<file path="config.mk">
export PLATFORM = sky130hd
export DESIGN_NAME = mdrop_uart_rx
export DESIGN_NICKNAME = d
export VERILOG_FILES = /design/src/rtl/mdrop_rx_pkg.sv /design/src/rtl/mdrop_rx_deser.sv /design/src/rtl/mdrop_rx_fifo.sv /design/src/rtl/mdrop_uart_rx.sv
export SDC_FILE = /design/constraint.sdc
export NUM_CORES = 1
export LEC_CHECK = 0
export BUFFER_PORTS_ARGS = -buffer_cell sky130_fd_sc_hd__buf_2
export CORE_MARGIN = 3
export CORE_UTILIZATION = 54
export CTS_CLUSTER_DIAMETER = 150
export CTS_CLUSTER_SIZE = 10
export DETAILED_ROUTE_END_ITERATION = 8
export GPL_TIMING_DRIVEN = 0
export PLACE_DENSITY = 0.75
export REMOVE_ABC_BUFFERS = 1
export SETUP_SLACK_MARGIN = 0.02
export SLEW_MARGIN = 20
export SYNTH_ARGS = -nofsm -noshare
export SYNTH_HDL_FRONTEND = slang
export SYNTH_SLANG_ARGS = --single-unit
</file>
<file path="constraint.sdc">
create_clock -name clk -period 1.7 [get_ports clk]
set_input_delay 0.17 -clock clk [delete_from_list [all_inputs] [get_ports clk]]
set_output_delay 0.17 -clock clk [all_outputs]
set_load 0.01 [all_outputs]
</file>
<file path="src/rtl/mdrop_rx_pkg.sv">
package mdrop_rx_pkg;
    // status bit positions as seen on rd_stat
    localparam int ST_RDY  = 0;
    localparam int ST_FULL = 1;
    localparam int ST_OVR  = 4;
    localparam int ST_TAG  = 5;
    localparam int ST_FE   = 6;
    localparam int ST_BRK  = 7;
    localparam int STAT_W  = 8;

    typedef enum logic [1:0] {
        RX_IDLE,
        RX_START,
        RX_SHIFT,
        RX_HOLD
    } rx_state_e;
endpackage

</file>
<file path="src/rtl/mdrop_rx_deser.sv">
module mdrop_rx_deser
    import mdrop_rx_pkg::*;
#(
    parameter int DATA_W = 8,
    parameter int OSR    = 16
) (
    input  logic              clk,
    input  logic              rst_n,
    input  logic              tick,
    input  logic              rxd,
    output logic              done,
    output logic [DATA_W-1:0] data,
    output logic              ninth,
    output logic              stop
);
    localparam int FRM_BITS = DATA_W + 2;
    localparam int CNT_W    = $clog2(OSR);
    localparam int IDX_W    = $clog2(FRM_BITS);
    localparam int HALF     = OSR / 2;

    typedef struct packed {
        logic                s1;
        logic                s2;
        rx_state_e           st;
        logic [CNT_W-1:0]    cnt;
        logic [IDX_W-1:0]    idx;
        logic [FRM_BITS-1:0] sh;
        logic                done;
    } deser_t;

    localparam deser_t RST_VAL = '{s1: 1'b1, s2: 1'b1, st: RX_IDLE,
                                   cnt: '0, idx: '0, sh: '0, done: 1'b0};

    deser_t q, d;

    always_comb begin
        d      = q;
        d.s1   = rxd;
        d.s2   = q.s1;
        d.done = 1'b0;
        if (tick) begin
            unique case (q.st)
                RX_IDLE: begin
                    if (!q.s2) begin
                        d.st  = RX_START;
                        d.cnt = '0;
                    end
                end
                RX_START: begin
                    if (q.cnt == CNT_W'(HALF - 1)) begin
                        d.cnt = '0;
                        d.idx = '0;
                        d.st  = q.s2 ? RX_IDLE : RX_SHIFT;
                    end else begin
                        d.cnt = q.cnt + 1'b1;
                    end
                end
                RX_SHIFT: begin
                    if (q.cnt == CNT_W'(OSR - 1)) begin
                        d.cnt = '0;
                        d.sh  = {q.s2, q.sh[FRM_BITS-1:1]};
                        if (q.idx == IDX_W'(FRM_BITS - 1)) begin
                            d.done = 1'b1;
                            // a low stop bit must see the line rise first
                            d.st   = q.s2 ? RX_IDLE : RX_HOLD;
                        end else begin
                            d.idx = q.idx + 1'b1;
                        end
                    end else begin
                        d.cnt = q.cnt + 1'b1;
                    end
                end
                RX_HOLD: begin
                    if (q.s2) d.st = RX_IDLE;
                end
                default: d.st = RX_IDLE;
            endcase
        end
    end

    always_ff @(posedge clk or negedge rst_n) begin
        if (!rst_n) q <= RST_VAL;
        else        q <= d;
    end

    assign done  = q.done;
    assign data  = q.sh[DATA_W-1:0];
    assign ninth = q.sh[DATA_W];
    assign stop  = q.sh[DATA_W+1];
endmodule

</file>
<file path="src/rtl/mdrop_rx_fifo.sv">
module mdrop_rx_fifo #(
    parameter int DEPTH   = 3,
    parameter int W       = 12,
    parameter int OVR_BIT = 8
) (
    input  logic                       clk,
    input  logic                       rst_n,
    input  logic                       push,
    input  logic [W-1:0]               din,
    input  logic                       pop,
    input  logic                       mark,
    output logic [W-1:0]               dout,
    output logic [$clog2(DEPTH+1)-1:0] fill
);
    localparam int PTR_W = (DEPTH > 1) ? $clog2(DEPTH) : 1;
    localparam int CNT_W = $clog2(DEPTH + 1);

    typedef struct packed {
        logic [DEPTH-1:0][W-1:0] mem;
        logic [PTR_W-1:0]        wp;
        logic [PTR_W-1:0]        rp;
        logic [CNT_W-1:0]        cnt;
    } fifo_t;

    fifo_t q, d;

    function automatic logic [PTR_W-1:0] ptr_next(input logic [PTR_W-1:0] p);
        return (p == PTR_W'(DEPTH - 1)) ? '0 : p + 1'b1;
    endfunction

    function automatic logic [PTR_W-1:0] ptr_prev(input logic [PTR_W-1:0] p);
        return (p == '0) ? PTR_W'(DEPTH - 1) : p - 1'b1;
    endfunction

    logic do_pop, do_push;

    always_comb begin
        d       = q;
        do_pop  = pop && (q.cnt != '0);
        do_push = push && (q.cnt != CNT_W'(DEPTH));
        if (mark && (q.cnt != '0)) d.mem[ptr_prev(q.wp)][OVR_BIT] = 1'b1;
        if (do_pop) d.rp = ptr_next(q.rp);
        if (do_push) begin
            d.mem[q.wp] = din;
            d.wp        = ptr_next(q.wp);
        end
        unique case ({do_push, do_pop})
            2'b10:   d.cnt = q.cnt + 1'b1;
            2'b01:   d.cnt = q.cnt - 1'b1;
            default: d.cnt = q.cnt;
        endcase
    end

    always_ff @(posedge clk or negedge rst_n) begin
        if (!rst_n) q <= '0;
        else        q <= d;
    end

    assign dout = q.mem[q.rp];
    assign fill = q.cnt;
endmodule

</file>
<file path="src/rtl/mdrop_uart_rx.sv">
module mdrop_uart_rx
    import mdrop_rx_pkg::*;
#(
    parameter int DATA_W = 8,
    parameter int OSR    = 16,
    parameter int DEPTH  = 3
) (
    input  logic              clk,
    input  logic              rst_n,
    input  logic              tick16,
    input  logic              rxd,
    input  logic              rx_en,
    input  logic              md_mode,
    input  logic              rd_pop,
    output logic [DATA_W-1:0] rd_data,
    output logic [STAT_W-1:0] rd_stat,
    output logic              fe_pulse,
    output logic              brk_pulse
);
    localparam int ENT_W = DATA_W + 4;
    localparam int CNT_W = $clog2(DEPTH + 1);
    localparam int E_OVR = DATA_W;

    typedef struct packed {
        logic fe;
        logic brk;
    } pulse_t;

    logic              frm_done, frm_ninth, frm_stop;
    logic [DATA_W-1:0] frm_data;
    logic              frm_tag, frm_fe, frm_brk, frm_keep, q_full, q_any;
    logic              fifo_push, fifo_mark;
    logic [ENT_W-1:0]  fifo_in, head;
    logic [CNT_W-1:0]  fill_cnt;
    pulse_t            pq, pd;

    mdrop_rx_deser #(.DATA_W(DATA_W), .OSR(OSR)) u_deser (
        .clk(clk), .rst_n(rst_n), .tick(tick16), .rxd(rxd),
        .done(frm_done), .data(frm_data), .ninth(frm_ninth), .stop(frm_stop)
    );

    always_comb begin
        frm_fe    = !frm_stop;
        frm_brk   = (frm_data == '0) && !frm_ninth && !frm_stop;
        frm_tag   = md_mode ? frm_ninth : ^{frm_data, frm_ninth};
        frm_keep  = rx_en || (md_mode && frm_ninth);
        q_full    = (fill_cnt == CNT_W'(DEPTH));
        q_any     = (fill_cnt != '0);
        fifo_push = frm_done && frm_keep;
        fifo_mark = fifo_push && q_full;
        fifo_in   = {frm_brk, frm_fe, frm_tag, 1'b0, frm_data};
        pd.fe     = frm_done && frm_fe;
        pd.brk    = frm_done && frm_brk;
    end

    mdrop_rx_fifo #(.DEPTH(DEPTH), .W(ENT_W), .OVR_BIT(E_OVR)) u_fifo (
        .clk(clk), .rst_n(rst_n), .push(fifo_push), .din(fifo_in),
        .pop(rd_pop), .mark(fifo_mark), .dout(head), .fill(fill_cnt)
    );

    always_ff @(posedge clk or negedge rst_n) begin
        if (!rst_n) pq <= '0;
        else        pq <= pd;
    end

    always_comb begin
        rd_stat          = '0;
        rd_data          = '0;
        rd_stat[ST_RDY]  = q_any;
        rd_stat[ST_FULL] = q_full;
        if (q_any) begin
            rd_data         = head[DATA_W-1:0];
            rd_stat[ST_OVR] = head[E_OVR];
            rd_stat[ST_TAG] = head[E_OVR+1];
            rd_stat[ST_FE]  = head[E_OVR+2];
            rd_stat[ST_BRK] = head[E_OVR+3];
        end
    end

    assign fe_pulse  = pq.fe;
    assign brk_pulse = pq.brk;
endmodule


</file>
==> results <==
- The run finished, with violations left.
- The checks that failed: negative setup slack.
- The initial standard-cell utilization of the core is 56.5%.
- The total of buffers placed on input and output ports is 22.
- Of the total power, the clock network draws 35.8%.
- Measured on the finished design, the core utilization comes to 68.3%.
- The most frequent cell after synthesis is dfrtp_1.
- Routability-driven placement finished with a final weighted congestion of 0.828.
- In this run, flip-flops and latches consume 49.6% of the power.
- The met3 track demand over resource is 4.95%.
- The fraction of registers with async set or reset after synthesis is 100%.
- The count of boundary I/O pins is 25.
- The fraction of power spent switching nets is 26.6%.
- Clock skew on the completed layout was measured at 0.0122 ns.
- Before antenna repair, the detailed router went through 4 iterations.
- The final setup TNS is -0.169 ns.
- The number of setup violations in the final report is 7.
- The iteration-0 DRC count of the detailed router is 115.
- The clock slew at the register clock pins of the worst setup and hold paths is 0.08 ns.
- No sink is reached through more buffers than the 2 on the longest clock path.
- Summed over all cells, the static leakage comes to 2.10 nW.
- The core region is 5990 µm².
- For this run, the number of Yosys warnings is 0.
- The maximum number of pins on one net before global-route repair is 50.
- The layer with the highest usage after global routing is met2.
- Global routing consumed, over all layers together, 20.1% of the routing resources.
- The register area share after synthesis is 49.6%.
- The met1 usage is 26.4%.
- By count the netlist is led by dfrtp_1 (65), mux2_2 (37), nor2_1 (30).
- In the synthesized netlist the dominant register cell turns out to be dfrtp_1.
- The final worst-path cycle share is 105%.
- The area of the mapped netlist is 3390 µm².
- The global-route congestion overflow total is 0.
- The number of slew-limit violations in the final report is 0.
- The final-stage net count is 373.
- The signal on the critical path passes through buf_6, ha_4, and4b_1, nor3_2, nand4b_4, or4_4, o211ai_2.
- The data arrival time of the worst path is 2.05 ns.
- The later-pin clock latency in the skew report is 0.34 ns.
- The DRC violations left is 0.
- In this run the power density over the cells is 818 nW/µm².
- The die extent in x is 85.2 µm.
- In the final layout, flip-flops and latches occupy 1690 µm².
- After legalization and detailed placement, the total HPWL measured 4060 µm.
- Combinational logic burns 14.6% of the power.
- The type of the setup path with the least slack is reg -> reg.
- The maximum cell stage delay along the critical path is 0.43 ns.
- The average wire per cell in the routed design is 16.0 µm.
- The hold violation total from the final report is 0.
- The final antenna diode count is 0.
- The slowest stage of the critical path belongs to the cell or4_4.
- The type of destination of the critical path is a register.
- The tool flagged a number of max-cap violations equal to 0.
- The number of vias per cell after detailed routing is 5.50.
- The global-route wire length before repair is 11400 µm.
- Yosys attributes the largest share of cell area to dfrtp_1 (48%), mux2_2 (12%), ha_1 (5.5%), mux2i_1 (5.3%), nor2_1 (3.3%).
- The data required time at the worst endpoint is 1.96 ns.
- Counting I/O delays and the setup requirement, the final critical path takes 1.79 ns.
- VDD sags by at most 0.545 mV.
- The floorplan step defined a die boundary enclosing 7260 µm².
- In the final layout, the multi-input gates occupy 1710 µm².
- The flop and latch count out of synthesis is 67.
- The post-layout total power is 3.34 mW.
- The number of sinks driven by the clock tree is 67.
- The layout has 452 filler cells.
- For this run, the top clock speed supported by timing is 559 MHz.
- The area added between synthesis and finish is 20.8%.
- Global routing consumed, on the met2 layer, 32.0% of the routing resources.
- Once layout is complete, the cells apart from fillers number 431.
- The number of enable flip-flop cells after synthesis is 0.
- Dividing the synthesized area by the synthesized cell count gives 11.0 µm².
- The setup slack of the critical path after layout is -0.0886 ns.
- The internal power of the cells totals 2.45 mW.
- Of all cell types, the one taking the most synthesized area is dfrtp_1.
- After synthesis, the largest area contributor takes up 48.0% of total cell area.
- TritonCTS built the clock tree.
- The number of levels in the clock H-tree is 3.
- The y dimension of the die is 85.2 µm.
- The root buffer cell chosen for the clock tree is clkbuf_8.
- Summed over all nets, the switching power comes to 0.891 mW.
- The total wire length after detailed routing is 6880 µm.
- The number of placement rows is 28.
- The worst hold path belongs to the class in -> reg.
- The number of clock buffers inserted by TritonCTS is 9.
- Of the cells placed in the final design, the portion with a size suffix greater than 1 is 37.9%.
- Once detail routing completed, the nets flagged for antenna violations numbered 0.
- The number of antenna violations at the first check in global routing is 0.
- Of all nets on the critical path, the largest fanout is 4.
- STA classifies the critical path startpoint as a register.
- The instance count after placement with tap cells included is 390.
- Synthesis produced a netlist whose cell count is 307.
- Counting distinct cell types in the post-synthesis netlist gives 39.
- Before CTS, the worst setup slack after placement is -0.596 ns.
- The via count is 2371.
- Setup repair after global routing could not meet its margin everywhere.
- The number of global-route vias before repair is 2350.
-- worst max-delay path, delay by kind of cell (launching register included) --
kind | cells | cell delay (ns)
flops | 1 | 0.41
buf+inv | 1 | 0.14
compound gates | 1 | 0.07
fa+ha+maj | 1 | 0.15
simple gates | 4 | 0.93
-- sequential cells by signal, summed over array words and instances (netlist names) --
signal	flops
u_deser.done	1
u_fifo.fill	2
u_deser.d	1
u_deser.stop	1
u_deser.q	11
u_deser.data	8
u_fifo.q	40
fe_pulse	1
u_deser.ninth	1
brk_pulse	1
-- cell type report --
class / count / share of cell area (%)
well taps: 75 / 2.29
clock buffers: 12 / 3.79
inverters: 13 / 1.19
clock inverters: 4 / 0.612
multi-input cells: 213 / 41.9
repair buffers: 47 / 8.84
flip-flops and latches: 67 / 41.4
-- per-stage QoR --
step / area (µm²) / hold slack, ns
2_1_floorplan: 3310 / -0.126
3_3_place_gp: 3510 / 0.275
3_5_place_dp: 3540 / 0.0699
4_1_cts: 3990 / 0.185
5_1_grt: 4090 / 0.193
6_report: 4090 / 0.200
-- timing repair --
action	4_1_cts	5_1_grt
gates cloned	0	1
buffers inserted	19	3
endpoints found under the setup margin	70	37
hold buffers	2	0
pin swaps	5	6
resized for setup	27	22
hold endpoints to repair	19	0
-- path summary, 6_finish.rpt --
check                              startpoint       endpoint  depth (start not counted)  slack, ns
worst max-delay path            u_deser.q[19]  u_deser.q[14]                          7      -0.09
worst min-delay path                   rd_pop    u_fifo.q[2]                          3       0.20
worst max register to register  u_deser.q[19]  u_deser.q[14]                          7      -0.09
worst min register to register  u_deser.d[21]  u_deser.q[21]                          0       0.36
max in group asynchronous               rst_n  u_deser.q[21]                          3       0.85
min in group asynchronous               rst_n      brk_pulse                          2       0.26
-- cells in the final DEF (no fill, tap or decap), types with 4 or more instances in the layout --
cell	count
a21oi_1	16
and3_1	4
buf_2	21
buf_4	18
clkbuf_8	11
dfrtp_1	57
dfrtp_2	7
ha_1	12
inv_1	10
mux2_2	35
mux2i_1	17
nand2_1	18
nand4_1	4
nor2_1	28
nor3_1	6
o21ai_0	10
xnor2_1	8
-- cell families (layout without fill, tap and decap cells) --
logic type / count (synthesis) / after routing / share of synthesized area (%)
AOI/OAI and AO/OA: 43 / 43 / 7.39
xor gates and xnor gates: 10 / 10 / 2.59
adders and majority gates: 15 / 15 / 5.54
buffers and inverters: 29 / 76 / 3.84
DFF: 67 / 67 / 49.6
muxes: 55 / 55 / 17.6
other: 1 / 2 / 0.111
and+or+nand+nor: 87 / 88 / 13.3
-- power groups by stage --
stage	registers [mW]	logic, mW	clock network (mW)
final	1.66	0.489	1.20
after global routing	1.66	0.547	1.30
after CTS	1.66	0.444	1.22
after detailed placement	1.69	0.319	0
after global placement	1.69	0.298	0
after floorplan	1.68	0.220	0
-- routing by layer --
layer / routed length, µm / vias up
li1: - / 1149
met3: 316 / 7
met5: 0 / -
met1: 3060 / 1167
met2: 3400 / 48
met4: 108 / 0
No activity file was read; power rests on OpenSTA's default activity.
